===== config.mk =====
export PLATFORM = sky130hd
export DESIGN_NAME = cbo_permit
export DESIGN_NICKNAME = d
export VERILOG_FILES = /design/src/rtl/cbo_pkg.sv /design/src/rtl/cbo_cfg_gate.sv /design/src/rtl/cbo_perm_check.sv /design/src/rtl/cbo_align.sv /design/src/rtl/cbo_permit.sv
export SDC_FILE = /design/constraint.sdc
export NUM_CORES = 1
export LEC_CHECK = 0
export BUFFER_PORTS_ARGS = -buffer_cell sky130_fd_sc_hd__buf_4
export CORE_AREA = 2 2 52 74
export DETAILED_ROUTE_END_ITERATION = 10
export DIE_AREA = 0 0 54 76
export GPL_TIMING_DRIVEN = 0
export PLACE_DENSITY = 0.77
export SYNTH_ARGS = -nofsm -noshare
export SYNTH_HDL_FRONTEND = slang
export SYNTH_SLANG_ARGS = --single-unit

===== constraint.sdc =====
create_clock -name clk -period 2.55 [get_ports clk]
set_input_delay 0.255 -clock clk [delete_from_list [all_inputs] [get_ports clk]]
set_output_delay 0.255 -clock clk [all_outputs]
set_load 0.01 [all_outputs]

===== src/rtl/cbo_pkg.sv =====
package cbo_pkg;

    typedef enum logic [1:0] {
        PRIV_U   = 2'd0,
        PRIV_S   = 2'd1,
        PRIV_RSV = 2'd2,
        PRIV_M   = 2'd3
    } priv_e;

    typedef enum logic [1:0] {
        OP_ZERO  = 2'd0,
        OP_CLEAN = 2'd1,
        OP_FLUSH = 2'd2,
        OP_INVAL = 2'd3
    } op_e;

    localparam int CFG_W       = 3;
    localparam int EN_ZERO_IDX = 0;
    localparam int EN_CF_IDX   = 1;
    localparam int EN_INV_IDX  = 2;

    localparam int CAUSE_W     = 3;
    localparam int CAUSE_ILL   = 0;
    localparam int CAUSE_VIRT  = 1;
    localparam int CAUSE_STORE = 2;

    typedef struct packed {
        logic                grant;
        logic [CAUSE_W-1:0]  cause;
        logic                guest;
    } verdict_t;

    function automatic int unsigned en_index(input logic [1:0] op);
        case (op)
            OP_ZERO:  return EN_ZERO_IDX;
            OP_INVAL: return EN_INV_IDX;
            default:  return EN_CF_IDX;
        endcase
    endfunction

    function automatic logic is_zero_op(input logic [1:0] op);
        return op == OP_ZERO;
    endfunction

endpackage


===== src/rtl/cbo_cfg_gate.sv =====
module cbo_cfg_gate
    import cbo_pkg::*;
(
    input  logic [1:0]       op,
    input  logic [1:0]       priv,
    input  logic             virt,
    input  logic [CFG_W-1:0] m_cfg,
    input  logic [CFG_W-1:0] h_cfg,
    input  logic [CFG_W-1:0] s_cfg,
    output logic             trap_ill,
    output logic             trap_virt
);
    logic m_en, h_en, s_en;
    logic below_m, at_or_below_s, below_s;
    logic m_fail, v_fail, s_fail;

    always_comb begin
        m_en = m_cfg[en_index(op)];
        h_en = h_cfg[en_index(op)];
        s_en = s_cfg[en_index(op)];

        below_m       = (priv != PRIV_M);
        at_or_below_s = (priv == PRIV_U) || (priv == PRIV_S);
        below_s       = (priv == PRIV_U);

        // Fixed priority: machine level, then virtual, then supervisor level.
        m_fail = below_m && !m_en;
        v_fail = virt && ((at_or_below_s && !h_en) || (below_s && !s_en));
        s_fail = below_s && !s_en;

        trap_ill  = m_fail || (!v_fail && s_fail);
        trap_virt = !m_fail && v_fail;
    end
endmodule


===== src/rtl/cbo_perm_check.sv =====
module cbo_perm_check
    import cbo_pkg::*;
(
    input  logic [1:0] op,
    input  logic       virt,
    input  logic       perm_rd,
    input  logic       perm_wr,
    output logic       store_fault,
    output logic       guest
);
    always_comb begin
        if (is_zero_op(op)) begin
            store_fault = !perm_wr;
        end else begin
            // Readable suffices; otherwise fall back to a write check.
            store_fault = !perm_rd && !perm_wr;
        end
        guest = store_fault && virt;
    end
endmodule


===== src/rtl/cbo_align.sv =====
module cbo_align #(
    parameter int AW        = 32,
    parameter int BLK_BYTES = 64
) (
    input  logic [AW-1:0] addr_in,
    output logic [AW-1:0] addr_out
);
    localparam int LSB = $clog2(BLK_BYTES);

    generate
        if (LSB == 0) begin : g_pass
            assign addr_out = addr_in;
        end else begin : g_mask
            assign addr_out = {addr_in[AW-1:LSB], {LSB{1'b0}}};
        end
    endgenerate
endmodule


===== src/rtl/cbo_permit.sv =====
module cbo_permit
    import cbo_pkg::*;
#(
    parameter int AW             = 32,
    parameter int ZERO_BLK_BYTES = 64,
    parameter int MGMT_BLK_BYTES = 32
) (
    input  logic          clk,
    input  logic          rst,
    input  logic          req_valid,
    input  logic [1:0]    req_op,
    input  logic [1:0]    req_priv,
    input  logic          req_virt,
    input  logic [AW-1:0] req_addr,
    input  logic [2:0]    m_cfg,
    input  logic [2:0]    h_cfg,
    input  logic [2:0]    s_cfg,
    input  logic          perm_rd,
    input  logic          perm_wr,
    output logic          rsp_valid,
    output logic [AW-1:0] rsp_addr,
    output logic          rsp_grant,
    output logic [2:0]    rsp_cause,
    output logic          rsp_guest
);
    localparam logic [AW-1:0] ZERO_MASK = AW'(ZERO_BLK_BYTES - 1);
    localparam logic [AW-1:0] MGMT_MASK = AW'(MGMT_BLK_BYTES - 1);

    logic          trap_ill, trap_virt;
    logic          st_fault, st_guest;
    logic [AW-1:0] addr_zero, addr_mgmt, addr_sel;
    verdict_t      vd_next, vd_q;

    cbo_cfg_gate u_gate (
        .op        (req_op),
        .priv      (req_priv),
        .virt      (req_virt),
        .m_cfg     (m_cfg),
        .h_cfg     (h_cfg),
        .s_cfg     (s_cfg),
        .trap_ill  (trap_ill),
        .trap_virt (trap_virt)
    );

    cbo_perm_check u_perm (
        .op          (req_op),
        .virt        (req_virt),
        .perm_rd     (perm_rd),
        .perm_wr     (perm_wr),
        .store_fault (st_fault),
        .guest       (st_guest)
    );

    cbo_align #(.AW(AW), .BLK_BYTES(ZERO_BLK_BYTES)) u_align_zero (
        .addr_in  (req_addr),
        .addr_out (addr_zero)
    );

    cbo_align #(.AW(AW), .BLK_BYTES(MGMT_BLK_BYTES)) u_align_mgmt (
        .addr_in  (req_addr),
        .addr_out (addr_mgmt)
    );

    always_comb begin
        addr_sel = is_zero_op(req_op) ? addr_zero : addr_mgmt;
        vd_next  = '0;
        if (req_valid) begin
            if (trap_ill) begin
                vd_next.cause[CAUSE_ILL] = 1'b1;
            end else if (trap_virt) begin
                vd_next.cause[CAUSE_VIRT] = 1'b1;
            end else if (st_fault) begin
                vd_next.cause[CAUSE_STORE] = 1'b1;
                vd_next.guest              = st_guest;
            end else begin
                vd_next.grant = 1'b1;
            end
        end
    end

    always_ff @(posedge clk) begin
        if (rst) begin
            rsp_valid <= 1'b0;
            rsp_addr  <= '0;
            vd_q      <= '0;
        end else begin
            rsp_valid <= req_valid;
            vd_q      <= vd_next;
            if (req_valid) begin
                rsp_addr <= addr_sel;
            end
        end
    end

    assign rsp_grant = vd_q.grant;
    assign rsp_cause = vd_q.cause;
    assign rsp_guest = vd_q.guest;

    // Assertions
    p_cause_onehot_r10: assert property (@(posedge clk) disable iff (rst)
        $onehot0(rsp_cause));

    p_grant_excl_r10: assert property (@(posedge clk) disable iff (rst)
        rsp_grant |-> (rsp_valid && rsp_cause == '0));

    p_valid_follow_r11: assert property (@(posedge clk) disable iff (rst)
        req_valid |=> rsp_valid);

    p_idle_quiet_r11: assert property (@(posedge clk) disable iff (rst)
        !req_valid |=> (!rsp_valid && !rsp_grant && rsp_cause == '0));

    p_mmode_nocfg_r6: assert property (@(posedge clk) disable iff (rst)
        (req_valid && req_priv == PRIV_M) |=> (!rsp_cause[CAUSE_ILL] && !rsp_cause[CAUSE_VIRT]));

    p_zero_align_r7: assert property (@(posedge clk) disable iff (rst)
        (req_valid && req_op == OP_ZERO) |=> ((rsp_addr & ZERO_MASK) == '0));

    p_mgmt_align_r7: assert property (@(posedge clk) disable iff (rst)
        (req_valid && req_op != OP_ZERO) |=> ((rsp_addr & MGMT_MASK) == '0));

    p_guest_store_r9: assert property (@(posedge clk) disable iff (rst)
        rsp_guest |-> rsp_cause[CAUSE_STORE]);

    p_mgmt_rd_grant_r9: assert property (@(posedge clk) disable iff (rst)
        (req_valid && req_priv == PRIV_M && req_op != OP_ZERO && perm_rd) |=> rsp_grant);
endmodule


==> impl_metrics.csv, run 1 <==
group,metric,value,unit
cts,h-tree-depth,2,
power,powerDensity,550,nW/um^2
logic_synthesis,syn_area_per_cell,10.2,sq um
timing,rsz0062_at_grt,"false",
placed_design,place_congestion,0.679,
route,via_count,1166,
worst_setup_path,rr_worst_depth,2,
worst_setup_path,cp_top_family,"compound AO/OA/AOI/OAI gates",
worst_setup_path,worstSetupStartpoint,"req_op[0]",
worst_setup_path,end_kind,"flip-flop",
worst_setup_path,crit_path_start_kind,"input pin",
worst_setup_path,critPathKind,"in -> reg",
grt,grt_overflow,0,
finish,design_area,2060,sq um
logic_synthesis,ys_seq_elements,33,
worst_setup_path,max_stage_delay,0.28,ns
timing,period_share,48.9,%
route,route.detailed.drc,0,
cts,cts_resized,0,
cts,cts_made_buffers,5,
finish,post-route-util,58.7,%
logic_synthesis,yosysMostFrequentCell,"dfxtp_1",
logic_synthesis,netlist_top_cells_area,"dfxtp_1 (49%), mux2i_1 (22%), nor2_1 (8.1%)",
hold_path,holdPathStages,3,
finish,nets,271,
logic_synthesis,postSynthCellCount,131,
logic_synthesis,synth_edf_count,0,
finish,drive_gt1_share,45.2,%
worst_setup_path,critPathMaxFanout,6,
logic_synthesis,yosysSeqAreaShare,49.3,%
cts,clkTransAtPathRegs,0.06,ns
worst_setup_path,critical_path_buf_inv_count,3,
cts,cts_num_sinks,33,
finish,multi_input_area,581,sq um
logic_synthesis,ys.flop_type,"dfxtp_1",
floorplan,fp.dieW,54,um
cts,cts-root-buf,"clkbuf_8",
logic_synthesis,ys_types,21,
placed_design,dp_hpwl,2390,um
hold_path,min_to,"rsp_grant",
logic_synthesis,synthAdderAreaFrac,1.87,%
run_status,status,"finished clean",
timing,hold_viol_final,0,
worst_setup_path,reg2reg_from,"rsp_addr[6]",
hold_path,holdCritPathClass,"in -> reg",
finish,syn_to_final_growth,53.8,%
hold_path,worstHoldStart,"perm_wr",
timing,fin_setup_tns,0,ns
logic_synthesis,synth-simple-area-share,13.4,%
grt,grt_max_degree,11,
route,dr.first_iter.drc_count,14,
logic_synthesis,synth_compound_area_share,5.04,%
logic_synthesis,synth_top_family_by_area,"multiplexers",
timing,clock_skew,0,ns
grt,first_global_vias,1142,
timing,max_freq,0.801,GHz
worst_setup_path,cp.required,2.72,ns
logic_synthesis,async_flop_share,0,%
route,wl,2920,um
logic_synthesis,synth_common_cells,"dfxtp_1 (33), mux2i_1 (29), nor2_1 (29)",
cts,cts_buffer_depth,2,
timing,min_period,1.25,ns
grt,grt_antenna_before_repair,0,
logic_synthesis,muxShareOfSynthArea,21.7,%
floorplan,rows,26,
placed_design,placed_area,1980,sq um
finish,fillers,332,
job,cap_violations,0,
cts,clk_latency,0.27,ns
cts,postCtsHoldBufs,0,
finish,antenna_cells,0,
worst_setup_path,critPathSlowestCell,"ha_1",
worst_setup_path,arrival,1.41,ns
floorplan,initial_core_util,38.1,%
route,first_pass_iters,4,
cts,cts_tree,"built",
floorplan,dieHeight,76,um
route,viasPerCell,4.47,
logic_synthesis,syn_area,1340,sq um
grt,grt_pass1_wl,4710,um
logic_synthesis,yosys.area.top_type,"dfxtp_1",
worst_setup_path,crit_chain,"buf_4, inv_1, ha_1, buf_6, mux2i_1, o211ai_2, o2111ai_2, nor2_1",
logic_synthesis,synth-xor-area-share,0,%
floorplan,die_area,4100,sq um
timing,finalMaxSlewViolations,0,
floorplan,core,3510,sq um
worst_setup_path,r2r_slack,1.92,ns
route,ant_nets,0,
timing,finalSetupViolCount,0,
logic_synthesis,yosys_warnings,0,
power,p_leak,0.00108,uW
floorplan,design.portCount,89,
worst_setup_path,reg2reg_to,"rsp_addr[6]",
finish,regArea,661,sq um
grt,grt_usage,15.5,%
logic_synthesis,synth_top_cell_area_share,49.3,%
cts,post_cts_buffers,0,
route,wire_per_inst,11.2,um
placed_design,port_buffers,76,
power,peakVddDrop,0.329,mV
-- state kept, by name, indices dropped and copies added (netlist names) --
name       cells
rsp_valid      1
rsp_guest      1
rsp_cause      3
rsp_grant      1
rsp_addr      27
-- report_power, final --
group / leakage [uW] / switching (uW) / internal (uW)
logic: 0.000763 / 89.5 / 125
clock network: 0.0000450 / 173 / 189
registers: 0.000272 / 12.6 / 544
-- worst max-delay path by stage --
stage	to	slack (ns)	cells past startpoint
3_3_place_gp	rsp_cause[2]	1.03	8
6_report	rsp_cause[2]	1.30	8
4_1_cts	rsp_cause[2]	1.30	8
5_1_grt	rsp_grant	1.23	8
3_5_place_dp	rsp_cause[2]	1.0	8
2_1_floorplan	rsp_cause[2]	1.20	7
-- worst register-to-register path: stages, from the launching register on --
cell and delay [ns]:
dfxtp_1 0.30, mux2i_1 0.14, nor2_1 0.06
-- cell families (layout without fill, tap and decap cells) --
logic type                 Yosys count  after routing
other                                1              5
adders and majority gates            2              2
and+or+nand+nor                     40             40
DFF                                 33             33
muxes                               29             29
buffers and inverters               19            103
AOI/OAI and AO/OA                    7              7
-- cells in the final DEF, fill, tap and decap left out --
| cell type | n |
|---|---|
| and4_1 | 1 |
| o211ai_2 | 3 |
| clkbuf_1 | 1 |
| ha_1 | 2 |
| clkbuf_8 | 5 |
| o2111ai_2 | 1 |
| and2_1 | 1 |
| buf_4 | 83 |
| a21oi_1 | 2 |
| conb_1 | 5 |
| dfxtp_1 | 33 |
| clkinv_2 | 2 |
| buf_1 | 2 |
| nor2_1 | 29 |
| inv_1 | 7 |
| o21ai_1 | 1 |
| nand3_1 | 1 |
| nor2_2 | 1 |
| mux2i_1 | 29 |
| nor3_2 | 1 |
| buf_2 | 1 |
| buf_6 | 2 |
| nand2_1 | 3 |
| nand3b_1 | 3 |
-- layout make-up --
cell class	instances	share of cell area, %
clock inverter	2	0.486
inverter	7	1.28
sequential	33	32.1
timing repair buffer	76	27.7
buffer	12	4.25
clock buffer	6	3.52
tap	42	2.55
multi-input combinational	83	28.2
-- layer usage --
metal	wire, um	vias up	track usage (%)
li1	-	592	-
met1	1010	505	14.6
met2	1470	62	26.7
met3	370	7	7.25
met4	60	0	7.50
met5	0	-	0
-- through the flow --
stage,hold slack (ns),std cells,power (uW),setup slack [ns]
after floorplan,0.398,135,676,1.20
after global placement,0.449,253,781,1.03
after detailed placement,0.454,253,786,0.998
after CTS,0.202,261,1150,1.30
after global routing,0.215,261,1200,1.23
final,0.210,261,1130,1.30
No activity file was read; power rests on OpenSTA's default activity.
==> run 2, diff against run 1 <==
--- a/config.mk
+++ b/config.mk
@@ -5,6 +5,7 @@
 export SDC_FILE = /design/constraint.sdc
 export NUM_CORES = 1
 export LEC_CHECK = 0
+export ABC_AREA = 1
 export BUFFER_PORTS_ARGS = -buffer_cell sky130_fd_sc_hd__buf_4
 export CORE_AREA = 2 2 52 74
 export DETAILED_ROUTE_END_ITERATION = 10
==> constraint.sdc (replaced) <==
create_clock -name clk -period 1.18 [get_ports clk]
set_input_delay 0.118 -clock clk [delete_from_list [all_inputs] [get_ports clk]]
set_output_delay 0.118 -clock clk [all_outputs]
set_load 0.01 [all_outputs]
==> run 2 against run 1 <==
Setup slack worse by 1.1 ns. Sequential cell count unchanged. Critical path depth up 4. Critical path type unchanged. Highest routed layer unchanged.
==> impl_metrics.csv, run 2 <==
group,metric,value,unit
cts,cts_tree,"built",
logic_synthesis,yosys_warnings,0,
route,dr.first_iter.drc_count,21,
timing,rsz0062_at_grt,"false",
cts,cts-root-buf,"clkbuf_8",
grt,grt_antenna_before_repair,0,
floorplan,dieHeight,76,um
cts,post_cts_buffers,0,
logic_synthesis,synth_common_cells,"nand2_1 (67), dfxtp_1 (33), a21oi_1 (30)",
finish,largest_reg_flops,27,
worst_setup_path,rr_worst_depth,2,
worst_setup_path,r2r_slack,0.59,ns
logic_synthesis,postSynthCellCount,180,
cts,clkTransAtPathRegs,0.06,ns
worst_setup_path,crit_path_start_kind,"input pin",
logic_synthesis,syn_area,1330,sq um
finish,layout_commonest_cell,"buf_4",
cts,clk_latency,0.27,ns
timing,hold_viol_final,0,
route,wl,3270,um
cts,cts_resized,0,
logic_synthesis,async_flop_share,0,%
finish,nets,320,
logic_synthesis,synth_compound_area_share,11.3,%
cts,cts_made_buffers,5,
job,cap_violations,0,
worst_setup_path,arrival,1.23,ns
timing,finalMaxSlewViolations,0,
logic_synthesis,yosysMostFrequentCell,"nand2_1",
route,via_count,1371,
route,route.detailed.drc,0,
logic_synthesis,synth_edf_count,0,
worst_setup_path,cp.required,1.40,ns
finish,final_cell_mix,"buf_4 (82), nand2_1 (67), dfxtp_1 (33)",
route,ant_nets,0,
power,peakVddDrop,0.807,mV
grt,first_global_vias,1244,
power,powerDensity,1180,nW/um^2
logic_synthesis,syn_area_per_cell,7.40,sq um
logic_synthesis,synth-xor-area-share,0,%
worst_setup_path,critPathKind,"in -> reg",
cts,cts_buffer_depth,2,
worst_setup_path,end_kind,"flip-flop",
worst_setup_path,critPathMaxFanout,6,
logic_synthesis,synth_top_family_by_area,"simple AND/OR/NAND/NOR gates",
timing,finalSetupViolCount,0,
power,power,2440,uW
timing,period_share,86.2,%
placed_design,place_congestion,0.791,
worst_setup_path,reg2reg_from,"rsp_addr[8]",
timing,max_freq,0.983,GHz
grt,grt_pass1_wl,5120,um
logic_synthesis,ys_seq_elements,33,
cts,postCtsHoldBufs,0,
logic_synthesis,synth-simple-area-share,26.1,%
logic_synthesis,netlist_top_cells_area,"dfxtp_1 (50%), nand2_1 (19%), a21oi_1 (11%)",
floorplan,initial_core_util,37.9,%
logic_synthesis,ys.flop_type,"dfxtp_1",
worst_setup_path,worstSetupStartpoint,"req_op[1]",
floorplan,fp.dieW,54,um
grt,grt_max_degree,11,
route,viasPerCell,4.42,
timing,fin_setup_tns,0,ns
logic_synthesis,yosys.area.top_type,"dfxtp_1",
floorplan,design.portCount,89,
logic_synthesis,yosysSeqAreaShare,49.6,%
placed_design,port_buffers,76,
logic_synthesis,synth_top_cell_area_share,49.6,%
finish,drive_gt1_share,38.1,%
route,wire_per_inst,10.5,um
timing,clock_skew,0,ns
grt,grt_usage,16.9,%
grt,grt_overflow,0,
placed_design,dp_hpwl,2550,um
timing,min_period,1.02,ns
run_status,status,"finished clean",
floorplan,rows,26,
floorplan,die_area,4100,sq um
worst_setup_path,reg2reg_to,"rsp_addr[8]",
worst_setup_path,cp-endpoint,"rsp_guest",
power,p_leak,0.00106,uW
logic_synthesis,ys_types,18,
logic_synthesis,synthAdderAreaFrac,1.88,%
finish,regMostFlops,"rsp_addr",
hold_path,holdCritPathClass,"in -> reg",
route,first_pass_iters,3,
finish,antenna_cells,0,
cts,h-tree-depth,2,
floorplan,core,3510,sq um
cts,cts_num_sinks,33,
finish,syn_to_final_growth,55.5,%
logic_synthesis,muxShareOfSynthArea,0,%
[run 2: cell count changes after synthesis, moves of 2 or more]
cell      previous run  this run
nand3_2              0         2
buf_6                2         0
nand2_1              3        67
buf_2                1         5
nand3b_1             3         1
mux2i_1             29         0
nand3_1              1         7
nor2_1              29         4
a21oi_1              2        30
o211ai_2             3         0
inv_1                7        15
[run 2: worst min-delay path by stage]
stage	slack (ns)	from	to	depth (start not counted)
global placement	0.37	perm_wr	rsp_grant	3
floorplan	0.26	req_addr[23]	rsp_addr[23]	2
finish	0.09	perm_wr	rsp_grant	3
detailed placement	0.37	req_virt	rsp_guest	3
CTS	0.08	req_virt	rsp_guest	3
global route	0.09	req_addr[6]	rsp_addr[6]	3
[run 2: area by class of cell]
class                           count  area (sq um)
Tap cell                           42          52.6
Fill cell                         349          1440
Clock buffer                        8          80.1
Multi-Input combinational cell    121           559
Sequential cell                    33           661
Buffer                             13          77.6
Timing Repair Buffer               76           571
Inverter                           17          68.8
[run 2: stage by stage]
step                      cells  hold WS (ns)  setup slack, ns  utilization, %  area, sq um
after floorplan             184         0.258           0.0193               -         1350
after global placement      302         0.367           -0.194            56.1         1970
after detailed placement    302         0.372           -0.215            56.1         1970
after CTS                   310        0.0824           0.0711            58.3         2050
after global routing        310        0.0878           0.0433            58.9         2070
final                       310        0.0906            0.163            58.9         2070
[run 2: report_power, final]
group	switching [uW]	internal, uW	leakage (uW)	total [uW]
registers	26.6	1170	0.000272	1200
clock network	370	418	0.0000395	788
logic	212	243	0.000746	455
total	609	1830	0.00106	2440
[run 2: worst max-delay path, stage by stage]
cell and delay (ns):
buf_4 0.11, inv_1 0.08, ha_4 0.22, inv_4 0.08, nand3_1 0.06, nand2_1 0.06, inv_1 0.05, nand3_2 0.06
nand2_1 0.06, nor2_2 0.14, nand3_2 0.10, nor2_1 0.09
[run 2: cells by family (layout without fill, tap and decap cells)]
family	count (synthesis)	in the layout
other cells	1	5
simple gates	84	84
flops	33	33
fa+ha+maj	2	2
buf+inv	30	114
compound gates	30	30
[run 2: routing by layer]
metal / track usage (%) / up-vias / share of wire, %
met3: 7.25 / 5 / 9.1
met2: 28.4 / 61 / 49
met1: 17.1 / 585 / 39
met4: 8.25 / 0 / 2.3
met5: 0 / - / 0
li1: - / 720 / -
==> run 3, diff against run 2 <==
--- a/config.mk
+++ b/config.mk
@@ -5,8 +5,7 @@
 export SDC_FILE = /design/constraint.sdc
 export NUM_CORES = 1
 export LEC_CHECK = 0
-export ABC_AREA = 1
-export BUFFER_PORTS_ARGS = -buffer_cell sky130_fd_sc_hd__buf_4
+export BUFFER_PORTS_ARGS = -buffer_cell sky130_fd_sc_hd__buf_2
 export CORE_AREA = 2 2 52 74
 export DETAILED_ROUTE_END_ITERATION = 10
 export DIE_AREA = 0 0 54 76
==> run 3 against run 2 <==
Final cell count is 16% lower. Via count is 16% lower. Non-clock buffer count is 1 lower. Largest power group unchanged. First-iteration DRC count is 48% lower. Maximum frequency is 9.0% lower. Critical path depth is 4 lower. Setup slack worse by 0.10 ns.
==> impl_metrics.csv, run 3 (same netlist as run 1, synthesis figures left out) <==
group,metric,value,unit
grt,grt_overflow,0,
hold_path,holdCritPathClass,"in -> reg",
worst_setup_path,r2r_slack,0.57,ns
worst_setup_path,critPathMaxFanout,6,
hold_path,min_to,"rsp_addr[21]",
worst_setup_path,end_kind,"flip-flop",
run_status,status,"finished clean",
worst_setup_path,critPathSlowestCell,"o2111ai_2",
floorplan,fp.dieW,54,um
placed_design,port_buffers,76,
worst_setup_path,crit_path_start_kind,"input pin",
grt,grt_pass1_wl,4410,um
cts,clkTransAtPathRegs,0.06,ns
finish,drive_gt1_share,47.0,%
route,first_pass_iters,4,
worst_setup_path,reg2reg_from,"rsp_addr[22]",
worst_setup_path,arrival,1.28,ns
job,cap_violations,0,
placed_design,dp_hpwl,2280,um
finish,regMostFlops,"rsp_addr",
worst_setup_path,crit_chain,"buf_4, inv_8, ha_4, buf_6, mux2i_2, o211ai_2, o2111ai_2, nor2_1",
cts,cts_made_buffers,5,
timing,rsz0062_at_grt,"false",
power,p_leak,0.00105,uW
placed_design,placed_area,1810,sq um
timing,clock_skew,0,ns
finish,post-route-util,55.2,%
worst_setup_path,rr_worst_depth,2,
floorplan,rows,26,
floorplan,core,3510,sq um
worst_setup_path,cp_top_family,"compound AO/OA/AOI/OAI gates",
finish,largest_reg_flops,27,
grt,grt_usage,14.5,%
timing,period_share,94.7,%
hold_path,worstHoldStart,"req_addr[21]",
worst_setup_path,worstSetupStartpoint,"req_op[1]",
timing,max_freq,0.895,GHz
grt,first_global_vias,1066,
grt,grt_max_degree,11,
cts,cts_tree,"built",
finish,nets,271,
finish,design_area,1940,sq um
timing,hold_viol_final,0,
cts,post_cts_buffers,0,
timing,min_period,1.12,ns
worst_setup_path,critical_path_buf_inv_count,3,
finish,fillers,329,
route,via_count,1149,
finish,final_cell_mix,"buf_2 (75), dfxtp_1 (33), nor2_1 (29)",
timing,finalMaxSlewViolations,0,
floorplan,dieHeight,76,um
route,viasPerCell,4.40,
worst_setup_path,reg2reg_to,"rsp_addr[22]",
timing,finalSetupViolCount,0,
cts,cts_num_sinks,33,
finish,antenna_cells,0,
cts,cts-root-buf,"clkbuf_8",
power,powerDensity,1370,nW/um^2
route,route.detailed.drc,0,
route,wl,2790,um
worst_setup_path,critPathKind,"in -> reg",
route,ant_nets,0,
finish,layout_commonest_cell,"buf_2",
worst_setup_path,cp.required,1.35,ns
cts,clk_latency,0.27,ns
placed_design,place_congestion,0.640,
floorplan,design.portCount,89,
worst_setup_path,max_stage_delay,0.26,ns
cts,h-tree-depth,2,
cts,cts_buffer_depth,2,
floorplan,die_area,4100,sq um
route,wire_per_inst,10.7,um
hold_path,holdPathStages,3,
grt,grt_antenna_before_repair,0,
finish,syn_to_final_growth,44.6,%
route,dr.first_iter.drc_count,11,
floorplan,initial_core_util,38.1,%
power,peakVddDrop,0.793,mV
-- run 3: cell count changes in the layout (fill, tap and decap cells not counted), moves of 3 or more --
cell / previous run / this run
buf_4: 82 / 9
mux2i_1: 0 / 28
nand3_1: 6 / 1
nand3_2: 3 / 0
nand2_1: 67 / 3
o211ai_2: 0 / 3
nor2_1: 4 / 29
buf_2: 5 / 75
inv_1: 14 / 5
a21oi_1: 30 / 2
clkbuf_1: 4 / 1
-- run 3: where the power goes --
group          internal, uW  total [uW]  switching, uW
combinational           208         405            197
clock                   688        1060            369
sequential             1180        1200           24.8
-- run 3: worst max path at each step --
stage               cells after the start   endpoint  slack [ns]
floorplan                               7  rsp_grant      -0.001
global placement                        8  rsp_grant       -0.25
global route                            8  rsp_grant        0.01
CTS                                     8  rsp_grant        0.02
finish                                  8  rsp_grant        0.06
detailed placement                      8  rsp_grant       -0.29
-- run 3: layer usage --
metal  vias up  share of wire (%)  wire, um  global-route usage, %
met2        64                 49      1370                   25.6
met4         0                2.4        66                   7.50
met3         6                 12       340                   6.08
li1        592                  -         -                      -
met1       487                 36      1010                   13.3
met5         -                  0         0                      0
-- run 3: what timing repair did --
item                       4_1_cts  5_1_grt
hold endpoints to repair         0        0
resized for setup                0        3
hold buffers                     0        0
setup endpoints to repair        0        3
-- run 3: final cells by class --
type,instances,area (sq um),share of cell area [%]
sequential,33,661,34.1
multi-input combinational,83,597,30.8
timing repair buffer,76,385,19.9
buffer,12,87.6,4.52
clock buffer,7,86.3,4.45
tap,42,52.6,2.71
inverter,7,38.8,2.00
clock inverter,1,30.0,1.55
-- run 3: through the flow --
stage	TNS (ns)	power (uW)	std cells	hold WS (ns)	setup slack, ns
2_1_floorplan	-0.00117	1470	135	0.246	-0.00117
3_3_place_gp	-0.956	1620	253	0.353	-0.245
3_5_place_dp	-1.07	1630	253	0.364	-0.287
4_1_cts	0	2700	261	0.0660	0.0173
5_1_grt	0	2810	261	0.0774	0.00971
6_report	0	2660	261	0.0749	0.0621
-- run 3: tightest hold or removal path, delay by kind of cell --
family                 cells  cell delay (ns)
multiplexers               1             0.06
buffers and inverters      1             0.07
AND/OR/NAND/NOR            1             0.07
